### src/rtl/gbc_pkg.sv
package gbc_pkg;
   typedef enum logic [1:0] {
      ACT_NONE  = 2'd0,
      ACT_DIV   = 2'd1,
      ACT_VOLT  = 2'd2,
      ACT_ALARM = 2'd3
   } gbc_act_e;
endpackage

### src/rtl/gbc_interval_timer.sv
module gbc_interval_timer #(
   parameter int EPOCH_W = 8
) (
   input  logic               clk,
   input  logic               rst_n,
   input  logic               epoch_tick,
   input  logic [EPOCH_W-1:0] interval_len,
   input  logic [EPOCH_W-1:0] mon_window,
   output logic               end_o,
   output logic               mon_en_o
);
   localparam int CW = EPOCH_W + 1;

   logic [EPOCH_W-1:0] ep_cnt;
   logic [CW-1:0]      next_cnt;

   assign next_cnt = {1'b0, ep_cnt} + CW'(1);
   assign end_o    = epoch_tick && (next_cnt >= {1'b0, interval_len});
   assign mon_en_o = (ep_cnt < mon_window);

   always_ff @(posedge clk or negedge rst_n) begin
      if (!rst_n)          ep_cnt <= '0;
      else if (end_o)      ep_cnt <= '0;
      else if (epoch_tick) ep_cnt <= next_cnt[EPOCH_W-1:0];
   end

   // the count never reaches interval_len without an interval end
   p_cnt_bound_r2: assert property (@(posedge clk) disable iff (!rst_n)
      (interval_len > 1 && $past(interval_len) == interval_len) |-> (ep_cnt < interval_len));
endmodule

### src/rtl/gbc_viol_collect.sv
module gbc_viol_collect #(
   parameter int SYNC_STAGES = 2
) (
   input  logic clk,
   input  logic rst_n,
   input  logic viol_in,
   input  logic mon_en,
   input  logic end_i,
   output logic viol_now_o,
   output logic seen_o
);
   logic viol_q;

   generate
      if (SYNC_STAGES == 0) begin : g_direct
         assign viol_q = viol_in;
      end else begin : g_sync
         logic [SYNC_STAGES-1:0] chain;
         always_ff @(posedge clk or negedge rst_n) begin
            if (!rst_n) chain <= '0;
            else        chain <= {chain[SYNC_STAGES-2+1-1:0], viol_in};
         end
         assign viol_q = chain[SYNC_STAGES-1];
      end
   endgenerate

   assign viol_now_o = seen_o | (viol_q & mon_en);

   always_ff @(posedge clk or negedge rst_n) begin
      if (!rst_n)     seen_o <= 1'b0;
      else if (end_i) seen_o <= 1'b0;
      else            seen_o <= viol_now_o;
   end

   // with monitoring off, the record cannot become set
   p_gate_r9: assert property (@(posedge clk) disable iff (!rst_n)
      (!$past(mon_en) && !$past(seen_o)) |-> !seen_o);
endmodule

### src/rtl/gbc_knob_policy.sv
module gbc_knob_policy
   import gbc_pkg::*;
#(
   parameter int DIV_W     = 3,
   parameter int DIV_MAX   = 7,
   parameter int DIV_INIT  = 0,
   parameter int VOLT_W    = 4,
   parameter int VOLT_INIT = 0
) (
   input  logic              clk,
   input  logic              rst_n,
   input  logic              end_i,
   input  logic              viol_i,
   input  logic              fast_first,
   input  logic [VOLT_W-1:0] vmax_code,
   output logic [DIV_W-1:0]  div_o,
   output logic [VOLT_W-1:0] volt_o,
   output logic              alarm_o,
   output logic              clr_o
);
   localparam logic [DIV_W-1:0]  DMAX  = DIV_W'(DIV_MAX);
   localparam logic [DIV_W-1:0]  DINIT = DIV_W'(DIV_INIT);
   localparam logic [VOLT_W-1:0] VINIT = VOLT_W'(VOLT_INIT);

   logic     div_room, volt_room;
   gbc_act_e act;

   assign div_room  = (div_o < DMAX);
   assign volt_room = (volt_o < vmax_code);

   always_comb begin
      act = ACT_NONE;
      if (viol_i) begin
         if (!fast_first) begin
            if (div_room)       act = ACT_DIV;
            else if (volt_room) act = ACT_VOLT;
            else                act = ACT_ALARM;
         end else begin
            if (volt_room)      act = ACT_VOLT;
            else if (div_room)  act = ACT_DIV;
            else                act = ACT_ALARM;
         end
      end
   end

   always_ff @(posedge clk or negedge rst_n) begin
      if (!rst_n) begin
         div_o   <= DINIT;
         volt_o  <= VINIT;
         alarm_o <= 1'b0;
         clr_o   <= 1'b0;
      end else begin
         clr_o <= end_i;
         if (end_i) begin
            case (act)
               ACT_DIV:   div_o   <= div_o + DIV_W'(1);
               ACT_VOLT:  volt_o  <= volt_o + VOLT_W'(1);
               ACT_ALARM: alarm_o <= 1'b1;
               default:   ;
            endcase
         end
      end
   end

   p_div_step_r3: assert property (@(posedge clk) disable iff (!rst_n)
      (div_o != $past(div_o)) |-> (div_o == $past(div_o) + DIV_W'(1) && div_o <= DMAX));
   p_volt_cap_r4: assert property (@(posedge clk) disable iff (!rst_n)
      (volt_o != $past(volt_o)) |-> (volt_o == $past(volt_o) + VOLT_W'(1) && volt_o <= $past(vmax_code)));
   p_alarm_sticky_r6: assert property (@(posedge clk) disable iff (!rst_n)
      alarm_o |=> alarm_o);
endmodule

### src/rtl/guardband_adapt_ctrl.sv
module guardband_adapt_ctrl #(
   parameter int DIV_W       = 3,
   parameter int DIV_MAX     = 7,
   parameter int DIV_INIT    = 0,
   parameter int VOLT_W      = 4,
   parameter int VOLT_INIT   = 0,
   parameter int EPOCH_W     = 8,
   parameter int SYNC_STAGES = 2
) (
   input  logic               clk,
   input  logic               rst_n,
   input  logic               epoch_tick,
   input  logic               viol_any,
   input  logic [EPOCH_W-1:0] interval_len,
   input  logic [EPOCH_W-1:0] mon_window,
   input  logic [VOLT_W-1:0]  vmax_code,
   input  logic               fast_first,
   output logic [DIV_W-1:0]   div_code,
   output logic [VOLT_W-1:0]  volt_code,
   output logic               monitor_en,
   output logic               sensor_clr,
   output logic               alarm
);
   if (DIV_MAX >= (1 << DIV_W) || DIV_INIT > DIV_MAX) begin : g_bad_div
      $error("guardband_adapt_ctrl: divider limits do not fit DIV_W");
   end
   if (VOLT_INIT >= (1 << VOLT_W)) begin : g_bad_volt
      $error("guardband_adapt_ctrl: VOLT_INIT does not fit VOLT_W");
   end
   if (SYNC_STAGES < 0 || SYNC_STAGES > 3 || EPOCH_W < 2) begin : g_bad_misc
      $error("guardband_adapt_ctrl: SYNC_STAGES or EPOCH_W out of range");
   end

   logic end_w, viol_now, seen_w;

   gbc_interval_timer #(.EPOCH_W(EPOCH_W)) timer_i (
      .clk(clk), .rst_n(rst_n), .epoch_tick(epoch_tick),
      .interval_len(interval_len), .mon_window(mon_window),
      .end_o(end_w), .mon_en_o(monitor_en));

   gbc_viol_collect #(.SYNC_STAGES(SYNC_STAGES)) coll_i (
      .clk(clk), .rst_n(rst_n), .viol_in(viol_any), .mon_en(monitor_en),
      .end_i(end_w), .viol_now_o(viol_now), .seen_o(seen_w));

   gbc_knob_policy #(
      .DIV_W(DIV_W), .DIV_MAX(DIV_MAX), .DIV_INIT(DIV_INIT),
      .VOLT_W(VOLT_W), .VOLT_INIT(VOLT_INIT)) pol_i (
      .clk(clk), .rst_n(rst_n), .end_i(end_w), .viol_i(viol_now),
      .fast_first(fast_first), .vmax_code(vmax_code),
      .div_o(div_code), .volt_o(volt_code), .alarm_o(alarm), .clr_o(sensor_clr));

   p_change_at_end_r2: assert property (@(posedge clk) disable iff (!rst_n)
      (div_code != $past(div_code) || volt_code != $past(volt_code) || $rose(alarm)) |-> sensor_clr);
   p_clr_empties_r7: assert property (@(posedge clk) disable iff (!rst_n)
      sensor_clr |-> !seen_w);
   p_clr_single_r7: assert property (@(posedge clk) disable iff (!rst_n)
      (sensor_clr && interval_len > 1) |=> !sensor_clr);
endmodule

### config.mk
export PLATFORM = sky130hd
export DESIGN_NAME = guardband_adapt_ctrl
export DESIGN_NICKNAME = d
export VERILOG_FILES = /design/src/rtl/gbc_pkg.sv /design/src/rtl/gbc_interval_timer.sv /design/src/rtl/gbc_viol_collect.sv /design/src/rtl/gbc_knob_policy.sv /design/src/rtl/guardband_adapt_ctrl.sv
export SDC_FILE = /design/constraint.sdc
export NUM_CORES = 1
export LEC_CHECK = 0
export CORE_MARGIN = 2
export CORE_UTILIZATION = 50
export DETAILED_ROUTE_END_ITERATION = 10
export PLACE_DENSITY = 0.91
export SLEW_MARGIN = 10
export SYNTH_ARGS = -nofsm -noshare
export SYNTH_HDL_FRONTEND = slang
export SYNTH_SLANG_ARGS = --single-unit
### constraint.sdc
create_clock -name clk -period 3.8 [get_ports clk]
set_clock_uncertainty 0.15 [all_clocks]
set_input_delay 0.57 -clock clk [delete_from_list [all_inputs] [get_ports clk]]
set_output_delay 0.57 -clock clk [all_outputs]
set_load 0.02 [all_outputs]
==> flow_summary.yaml, run 1 <==
outcome:
  status: "finished with violations"
  violations: "DRC"
timing:
  setup_viol: 0
  whs_ps: 207
  fin_crit_sh_pct: 89.1
  fin_setup_tns_ps: 0
  rsz0062_at_grt: "false"
  finalHoldViolCount: 0
  drv_slew: 0
  tightest_slew_ps: 887
  maxSlewHeadroom_pct: 40.6
  period_needed_ps: 3390
  clock.fmax_mhz: 295
pwr:
  p_sw_mw: 0.417
  intPower_mw: 0.581
  clockPowerShare_pct: 9.7
  switching_share_pct: 41.8
  leakagePower_nw: 0.936
  seqPwrFrac_pct: 36.5
  p_comb_share_pct: 53.8
  p_total_mw: 0.998
  cellPowerDensity_nw_per_um2: 526
  peakVddDrop_mv: 0.297
floorplan:
  placementRows: 19
  initial_core_util_pct: 53.5
  die_area_um2: 3460
  ios: 35
  fp.dieH_um: 58.8
  core_area_um2: 2810
  die_x_um: 58.8
yosys:
  ys.flop_type: "dfrtp_1"
  ys_seq_elements: 20
  ys_seq_area_share_pct: 33.3
  synth_cell_types: 39
  netlist_instances: 149
  ys_async_sr_fraction_pct: 100
  synth_edf_count: 0
  syn_avg_cell_area_um2: 10.1
  ys_warn_count: 0
  syn-cell-area_um2: 1500
  synth_nets: 195
placement:
  place_congestion: 0.834
  hpwl_um: 2410
  placedInstanceArea_um2: 1880
  place_inst: 213
  port_buffers: 34
layout:
  diodes: 0
  fill_cells: 229
  syn_to_final_growth_pct: 26.5
  postLayoutCellArea_um2: 1900
  drive_gt1_share_pct: 9.19
  fin_nets: 233
  fin_cells: 216
global_routing:
  grt_max_degree: 21
  overflow: 0
  grt_use_met3_pct: 3.30
  grt_pass1_vias: 1278
  met2_usage_pct: 35.4
  grt_pass1_wl_um: 5090
  met1_usage_pct: 21.8
  grt-busiest-layer: "met2"
  antenna_found_initial: 0
  grt_use_total_pct: 18.9
clock_network:
  insertion_delay_ps: 290
  numClockSinks: 20
  numCtsBuffers: 3
  hold_buffers: 0
  htree_levels: 1
  clkSlewWorstSetupHoldPaths_ps: 100
  clockBufferDepth: 2
  ctsResizeCount: 0
  cts_root_buf: "clkbuf_4"
  cts_tree: "yes"
  post_cts_buffers: 0
routing:
  ant_nets: 0
  dr.first_iter.drc_count: 41
  drt_wl_total_um: 2970
  dr_total_vias: 1181
  vias_per_cell: 5.47
  drc_errors: 3
  wl_per_cell_um: 13.7
  firstDrtPassIters: 7
flow_run:
  drv_cap: 0
setup_path:
  critPathRequiredTime_ps: 3080
  worstPathMaxFanout: 2
  cp-start-kind: "input pin"
  path_class: "in2out"
  arrival_ps: 2670
  endpoint_kind: "output port"
min_path:
  min_path_type: "reg2reg"
==> cell families (layout without fill, tap and decap cells) <==
kind of cell | Yosys count | after routing | share of synthesized area, %
AOI/OAI and AO/OA | 26 | 26 | 14.8
xor gates and xnor gates | 10 | 10 | 5.83
adders and majority gates | 21 | 21 | 17.5
buffers and inverters | 29 | 65 | 7.25
DFF | 20 | 20 | 33.3
muxes | 4 | 4 | 3.67
and+or+nand+nor | 39 | 39 | 17.7
==> power by group through the flow <==
stage / Clock (mW) / Combinational (mW) / Sequential [mW]
6_report: 0.0966 / 0.538 / 0.364
5_1_grt: 0.110 / 0.596 / 0.374
4_1_cts: 0.0985 / 0.546 / 0.364
3_5_place_dp: 0 / 0.543 / 0.367
3_3_place_gp: 0 / 0.510 / 0.362
2_1_floorplan: 0 / 0.342 / 0.381
==> worst max-delay path, cell delays in order <==
cell and delay (ps):
clkdlybuf4s50_1 460, inv_1 40, ha_1 320, a2111oi_4 310
nor3_2 120, nor2_1 110, o21a_1 140, clkdlybuf4s50_1 600
==> area by class of cell <==
class | instances | area [um2] | area share, %
inverters | 28 | 105 | 5.53
clock buffers | 3 | 22.5 | 1.19
flip-flops and latches | 20 | 500 | 26.4
well taps | 31 | 38.8 | 2.04
multi-input cells | 100 | 892 | 47.0
repair buffers | 34 | 340 | 17.9
==> placed cells by master, fill, tap and decap left out, drive strengths merged, types with 3 or more instances in the layout <==
| cell type | n |
|---|---|
| xnor2 | 9 |
| ha | 21 |
| o21ai | 10 |
| nor3 | 4 |
| clkbuf | 3 |
| a21oi | 3 |
| a21o | 3 |
| inv | 28 |
| mux2 | 3 |
| nand4 | 7 |
| clkdlybuf4s50 | 34 |
| nand2 | 5 |
| nand3 | 10 |
| nand2b | 4 |
| dfrtp | 20 |
==> layer usage <==
metal,vias up,wire (um)
li1,588,-
met1,562,1280
met2,31,1540
met3,0,146
met4,0,0
met5,-,0
==> Yosys cell counts, types with 2 or more instances <==
cell | number | share of area (%)
o21ai_0 | 7 | 2.3
nand3_1 | 8 | 2.7
nand2_1 | 4 | 1.0
a21oi_1 | 3 | 1.0
nand2b_1 | 3 | 1.3
nor3_1 | 2 | 0.67
nor3b_1 | 2 | 1.0
and3_1 | 2 | 0.83
a211oi_1 | 2 | 1.0
o21ai_1 | 2 | 0.67
xnor2_1 | 9 | 5.3
a21o_1 | 3 | 1.5
nor2_1 | 2 | 0.50
mux2_4 | 3 | 3.0
nand3_2 | 2 | 1.3
dfrtp_1 | 20 | 33
inv_1 | 28 | 7.0
nand4_1 | 6 | 2.5
ha_1 | 21 | 17
==> per-stage QoR <==
step | setup WS (ps) | utilization [%]
6_report | 415 | 67.7
5_1_grt | 322 | 67.7
4_1_cts | 402 | 67.7
3_5_place_dp | 427 | 66.9
3_3_place_gp | 460 | 66.9
2_1_floorplan | 982 | -
==> state kept, by name (all words and copies together), names as in the netlist <==
register and cells:
pol_i.clr_o 1, coll_i.seen_o 1, pol_i.div_o 3, pol_i.alarm_o 1, coll_i.g_sync.chain 2, pol_i.volt_o 4, timer_i.ep_cnt 8
==> path summary, 6_finish.rpt <==
check / startpoint / end / slack (ps) / cells after the start
max: mon_window[1] / monitor_en / 410 / 8
min: coll_i.g_sync.chain[0] / coll_i.g_sync.chain[1] / 210 / 0
max reg2reg: timer_i.ep_cnt[0] / pol_i.div_o[1] / 500 / 10
min reg2reg: coll_i.g_sync.chain[0] / coll_i.g_sync.chain[1] / 210 / 0
max in group asynchronous: rst_n / timer_i.ep_cnt[4] / 2330 / 1
min in group asynchronous: rst_n / pol_i.volt_o[3] / 620 / 1
Note: power is estimated with default switching activity, not from simulation.
==> run 2, diff against run 1 <==
--- a/config.mk
+++ b/config.mk
@@ -5,8 +5,10 @@
 export SDC_FILE = /design/constraint.sdc
 export NUM_CORES = 1
 export LEC_CHECK = 0
-export CORE_MARGIN = 2
-export CORE_UTILIZATION = 50
+export CELL_PAD_IN_SITES_DETAIL_PLACEMENT = 1
+export CELL_PAD_IN_SITES_GLOBAL_PLACEMENT = 2
+export CORE_MARGIN = 3
+export CORE_UTILIZATION = 31
 export DETAILED_ROUTE_END_ITERATION = 10
 export PLACE_DENSITY = 0.91
 export SLEW_MARGIN = 10
==> flow_summary.yaml, run 2 (synthesized netlist as in run 1, its figures left out) <==
pwr:
  peakVddDrop_mv: 0.217
  p_comb_share_pct: 52.4
  intPower_mw: 0.617
  switching_share_pct: 41.6
  cellPowerDensity_nw_per_um2: 543
  clockPowerShare_pct: 13.1
  p_sw_mw: 0.440
  seqPwrFrac_pct: 34.5
  p_total_mw: 1.06
  leakagePower_nw: 0.944
outcome:
  status: "completed"
floorplan:
  die_area_um2: 5710
  die_x_um: 75.6
  core_area_um2: 4500
  initial_core_util_pct: 33.3
  placementRows: 24
  ios: 35
  fp.dieH_um: 75.6
clock_network:
  cts_tree: "yes"
  numClockSinks: 20
  clockBufferDepth: 2
  clkSlewWorstSetupHoldPaths_ps: 70
  insertion_delay_ps: 250
  numCtsBuffers: 3
  hold_buffers: 0
  ctsResizeCount: 0
  htree_levels: 1
  post_cts_buffers: 0
  cts_root_buf: "clkbuf_8"
timing:
  drv_slew: 0
  fin_setup_tns_ps: 0
  worst_slack_ps: 429
  clock.fmax_mhz: 297
  setup_viol: 0
  tightest_slew_ps: 943
  finalHoldViolCount: 0
  rsz0062_at_grt: "false"
  maxSlewHeadroom_pct: 36.9
  fin_crit_sh_pct: 88.7
  period_needed_ps: 3370
  whs_ps: 207
placement:
  port_buffers: 34
  hpwl_um: 3000
  post-place-ws_ps: 430
  placedInstanceArea_um2: 1900
  place_congestion: 0.849
routing:
  dr_total_vias: 1218
  dr.first_iter.drc_count: 48
  wl_per_cell_um: 14.9
  drc_errors: 0
  ant_nets: 0
  vias_per_cell: 5.14
  firstDrtPassIters: 4
  drt_wl_total_um: 3540
layout:
  diodes: 0
  final_cell_mix: "34 x clkdlybuf4s50_1, 28 x inv_1, 21 x ha_1"
  largest_register_ffs: 8
  regMostFlops: "timer_i.ep_cnt"
  fin_nets: 233
  fill_cells: 525
  top_regs: "timer_i.ep_cnt: 8 flops, pol_i.volt_o: 4 flops, pol_i.div_o: 3 flops"
  final_common_cell: "clkdlybuf4s50_1"
  drive_gt1_share_pct: 9.19
  postLayoutCellArea_um2: 1940
  syn_to_final_growth_pct: 29.5
setup_path:
  path_cells: "clkdlybuf4s50_1 -> inv_1 -> ha_1 -> a2111oi_4 -> nor3_2 -> nor2_1 -> o21a_1 -> clkdlybuf4s50_1"
  cp_slowest_stage_delay_ps: 600
  cp_common_cell: "clkdlybuf4s50_1"
  cp_top_family: "buffers and inverters"
  slowest_stage: "clkdlybuf4s50_1"
  path_class: "in2out"
  endpoint_kind: "output port"
  critPathRequiredTime_ps: 3080
  cp-start-kind: "input pin"
  arrival_ps: 2650
  worst-path-buf-inv: 3
  worstPathMaxFanout: 2
global_routing:
  antenna_found_initial: 0
  grt_pass1_vias: 1263
  grt_use_total_pct: 13.3
  grt_max_degree: 21
  grt_pass1_wl_um: 5810
  overflow: 0
flow_run:
  drv_cap: 0
min_path:
  min_path_type: "reg2reg"
## run 2: power by group through the flow
stage                     Combinational (mW)  Sequential, mW  Clock, mW
after CTS                              0.566           0.365      0.142
after global routing                   0.617           0.378      0.148
after floorplan                        0.342           0.381          0
after detailed placement               0.561           0.370          0
after global placement                 0.519           0.361          0
final                                  0.554           0.364      0.138
## run 2: per-stage QoR
step	util (%)	cells
5_1_grt	43.2	237
6_report	43.2	237
3_5_place_dp	42.3	234
2_1_floorplan	-	149
4_1_cts	43.2	237
3_3_place_gp	42.3	234
## run 2: per-layer routing
layer | up-vias | track usage (%) | part of all wire (%)
li1 | 586 | - | -
met1 | 607 | 15.9 | 41
met2 | 23 | 24.7 | 55
met3 | 2 | 2.90 | 3.6
met4 | 0 | 2.14 | 0.28
met5 | - | 0 | 0
## run 2: worst register-to-register path: stages, from the launching register on
cell      delay [ps]
dfrtp_1          470
ha_1             370
nand3_1          140
xnor2_1          270
ha_1             300
a211oi_1         250
o21ai_1          160
a221oi_4         480
a21boi_4         160
nand3_2          130
mux2_4           310
## run 2: area by class of cell
cell class | instances | area [um2] | share of cell area [%]
repair buffers | 34 | 340 | 17.5
multi-input cells | 100 | 892 | 45.9
inverters | 28 | 105 | 5.41
flip-flops and latches | 20 | 500 | 25.7
well taps | 52 | 65.1 | 3.35
clock buffers | 3 | 41.3 | 2.12
## run 2: worst paths after layout
| path | slack, ps | from | cells past startpoint | endpoint |
|---|---|---|---|---|
| worst max-delay path | 430 | mon_window[1] | 8 | monitor_en |
| worst min-delay path | 210 | coll_i.g_sync.chain[0] | 0 | coll_i.g_sync.chain[1] |
| worst max register to register | 510 | timer_i.ep_cnt[0] | 10 | pol_i.div_o[0] |
| worst min register to register | 210 | coll_i.g_sync.chain[0] | 0 | coll_i.g_sync.chain[1] |
| max in group asynchronous | 2240 | rst_n | 1 | pol_i.volt_o[1] |
| min in group asynchronous | 690 | rst_n | 1 | pol_i.alarm_o |
==> run 3, diff against run 2 <==
--- a/config.mk
+++ b/config.mk
@@ -7,9 +7,10 @@
 export LEC_CHECK = 0
 export CELL_PAD_IN_SITES_DETAIL_PLACEMENT = 1
 export CELL_PAD_IN_SITES_GLOBAL_PLACEMENT = 2
-export CORE_MARGIN = 3
+export CORE_MARGIN = 5
 export CORE_UTILIZATION = 31
 export DETAILED_ROUTE_END_ITERATION = 10
+export MAX_ROUTING_LAYER = met4
 export PLACE_DENSITY = 0.91
 export SLEW_MARGIN = 10
 export SYNTH_ARGS = -nofsm -noshare
==> flow_summary.yaml, run 3 (synthesized netlist as in run 1, its figures left out) <==
routing:
  drt_wl_total_um: 3250
  wl_per_cell_um: 12.8
  dr_total_vias: 1159
  vias_per_cell: 4.58
  dr.first_iter.drc_count: 16
  ant_nets: 0
  firstDrtPassIters: 4
  drc_errors: 0
timing:
  period_needed_ps: 3370
  setup_viol: 0
  whs_ps: 211
  rsz0062_at_grt: "false"
  drv_slew: 0
  finalHoldViolCount: 0
  tightest_slew_ps: 927
  fin_setup_tns_ps: 0
  maxSlewHeadroom_pct: 38.0
  clock.fmax_mhz: 297
  fin_crit_sh_pct: 88.7
min_path:
  min_path_type: "reg2reg"
  whs_path_depth: 0
clock_network:
  insertion_delay_ps: 260
  cts_root_buf: "clkbuf_8"
  clockBufferDepth: 2
  ctsResizeCount: 0
  numCtsBuffers: 3
  htree_levels: 1
  cts_tree: "yes"
  numClockSinks: 20
  post_cts_buffers: 0
  hold_buffers: 0
  clkSlewWorstSetupHoldPaths_ps: 80
setup_path:
  path_class: "in2out"
  cp_slowest_stage_delay_ps: 610
  worst-path-buf-inv: 3
  worst_r2r_path_depth: 10
  cp-start-kind: "input pin"
  cp_top_family: "buffers and inverters"
  slowest_stage: "clkdlybuf4s50_1"
  path_cells: "clkdlybuf4s50_1 -> inv_1 -> ha_1 -> a2111oi_4 -> nor3_2 -> nor2_1 -> o21a_1 -> clkdlybuf4s50_1"
  arrival_ps: 2650
  cp_common_cell: "clkdlybuf4s50_1"
  worstPathMaxFanout: 2
  cp.depth: 8
  critPathRequiredTime_ps: 3080
  endpoint_kind: "output port"
global_routing:
  overflow: 0
  grt_max_degree: 21
  antenna_found_initial: 0
  grt_pass1_wl_um: 5870
  grt_pass1_vias: 1299
  grt_use_total_pct: 11.9
floorplan:
  placementRows: 25
  ios: 35
  core_area_um2: 4720
  initial_core_util_pct: 31.8
  die_x_um: 79.6
  fp.dieH_um: 79.6
  die_area_um2: 6340
layout:
  postLayoutCellArea_um2: 1990
  final_cell_mix: "34 x clkdlybuf4s50_1, 28 x inv_1, 21 x ha_1"
  largest_register_ffs: 8
  diodes: 0
  drive_gt1_share_pct: 9.68
  syn_to_final_growth_pct: 32.7
  final_common_cell: "clkdlybuf4s50_1"
  top_regs: "timer_i.ep_cnt: 8 flops, pol_i.volt_o: 4 flops, pol_i.div_o: 3 flops"
  fin_nets: 233
  regMostFlops: "timer_i.ep_cnt"
pwr:
  peakVddDrop_mv: 0.184
  leakagePower_nw: 0.958
  p_total_mw: 1.12
  cellPowerDensity_nw_per_um2: 561
placement:
  placedInstanceArea_um2: 1920
  hpwl_um: 2630
  place_congestion: 0.766
  port_buffers: 34
outcome:
  status: "completed"
flow_run:
  drv_cap: 0
run 3: final cells by class:
cell class / instances / area [um2]
fillers: 533 / 2730
multi-input cells: 100 / 892
flip-flops and latches: 20 / 500
repair buffers: 34 / 340
inverters: 28 / 105
well taps: 67 / 83.8
clock buffers: 3 / 41.3
clock inverters: 1 / 30.0
run 3: metrics by stage:
step / setup slack [ps] / util (%) / std cells
floorplan: 982 / - / 149
global placement: 439 / 40.7 / 249
detailed placement: 431 / 40.7 / 249
CTS: 414 / 42.2 / 253
global route: 306 / 42.2 / 253
finish: 430 / 42.2 / 253
run 3: per-layer routing:
layer / vias to the layer above / track usage [%] / wire length (um)
li1: 588 / - / -
met1: 552 / 15.1 / 1490
met2: 17 / 19.2 / 1580
met3: 2 / 2.03 / 137
met4: 0 / 4.12 / 37
met5: - / - / 0
run 3: path summary, 6_finish.rpt:
kind / to / start / slack [ps]
max in group asynchronous: timer_i.ep_cnt[6] / rst_n / 2260
max: monitor_en / mon_window[1] / 430
min: coll_i.g_sync.chain[1] / coll_i.g_sync.chain[0] / 210
min in group asynchronous: timer_i.ep_cnt[0] / rst_n / 670
min reg2reg: coll_i.g_sync.chain[1] / coll_i.g_sync.chain[0] / 210
max reg2reg: pol_i.div_o[0] / timer_i.ep_cnt[0] / 560
run 3: power by group:
| group | switching, mW | total [mW] | internal (mW) |
|---|---|---|---|
| clock | 0.0766 | 0.217 | 0.141 |
| combinational | 0.269 | 0.539 | 0.270 |
| sequential | 0.0861 | 0.361 | 0.275 |
| total | 0.432 | 1.12 | 0.686 |
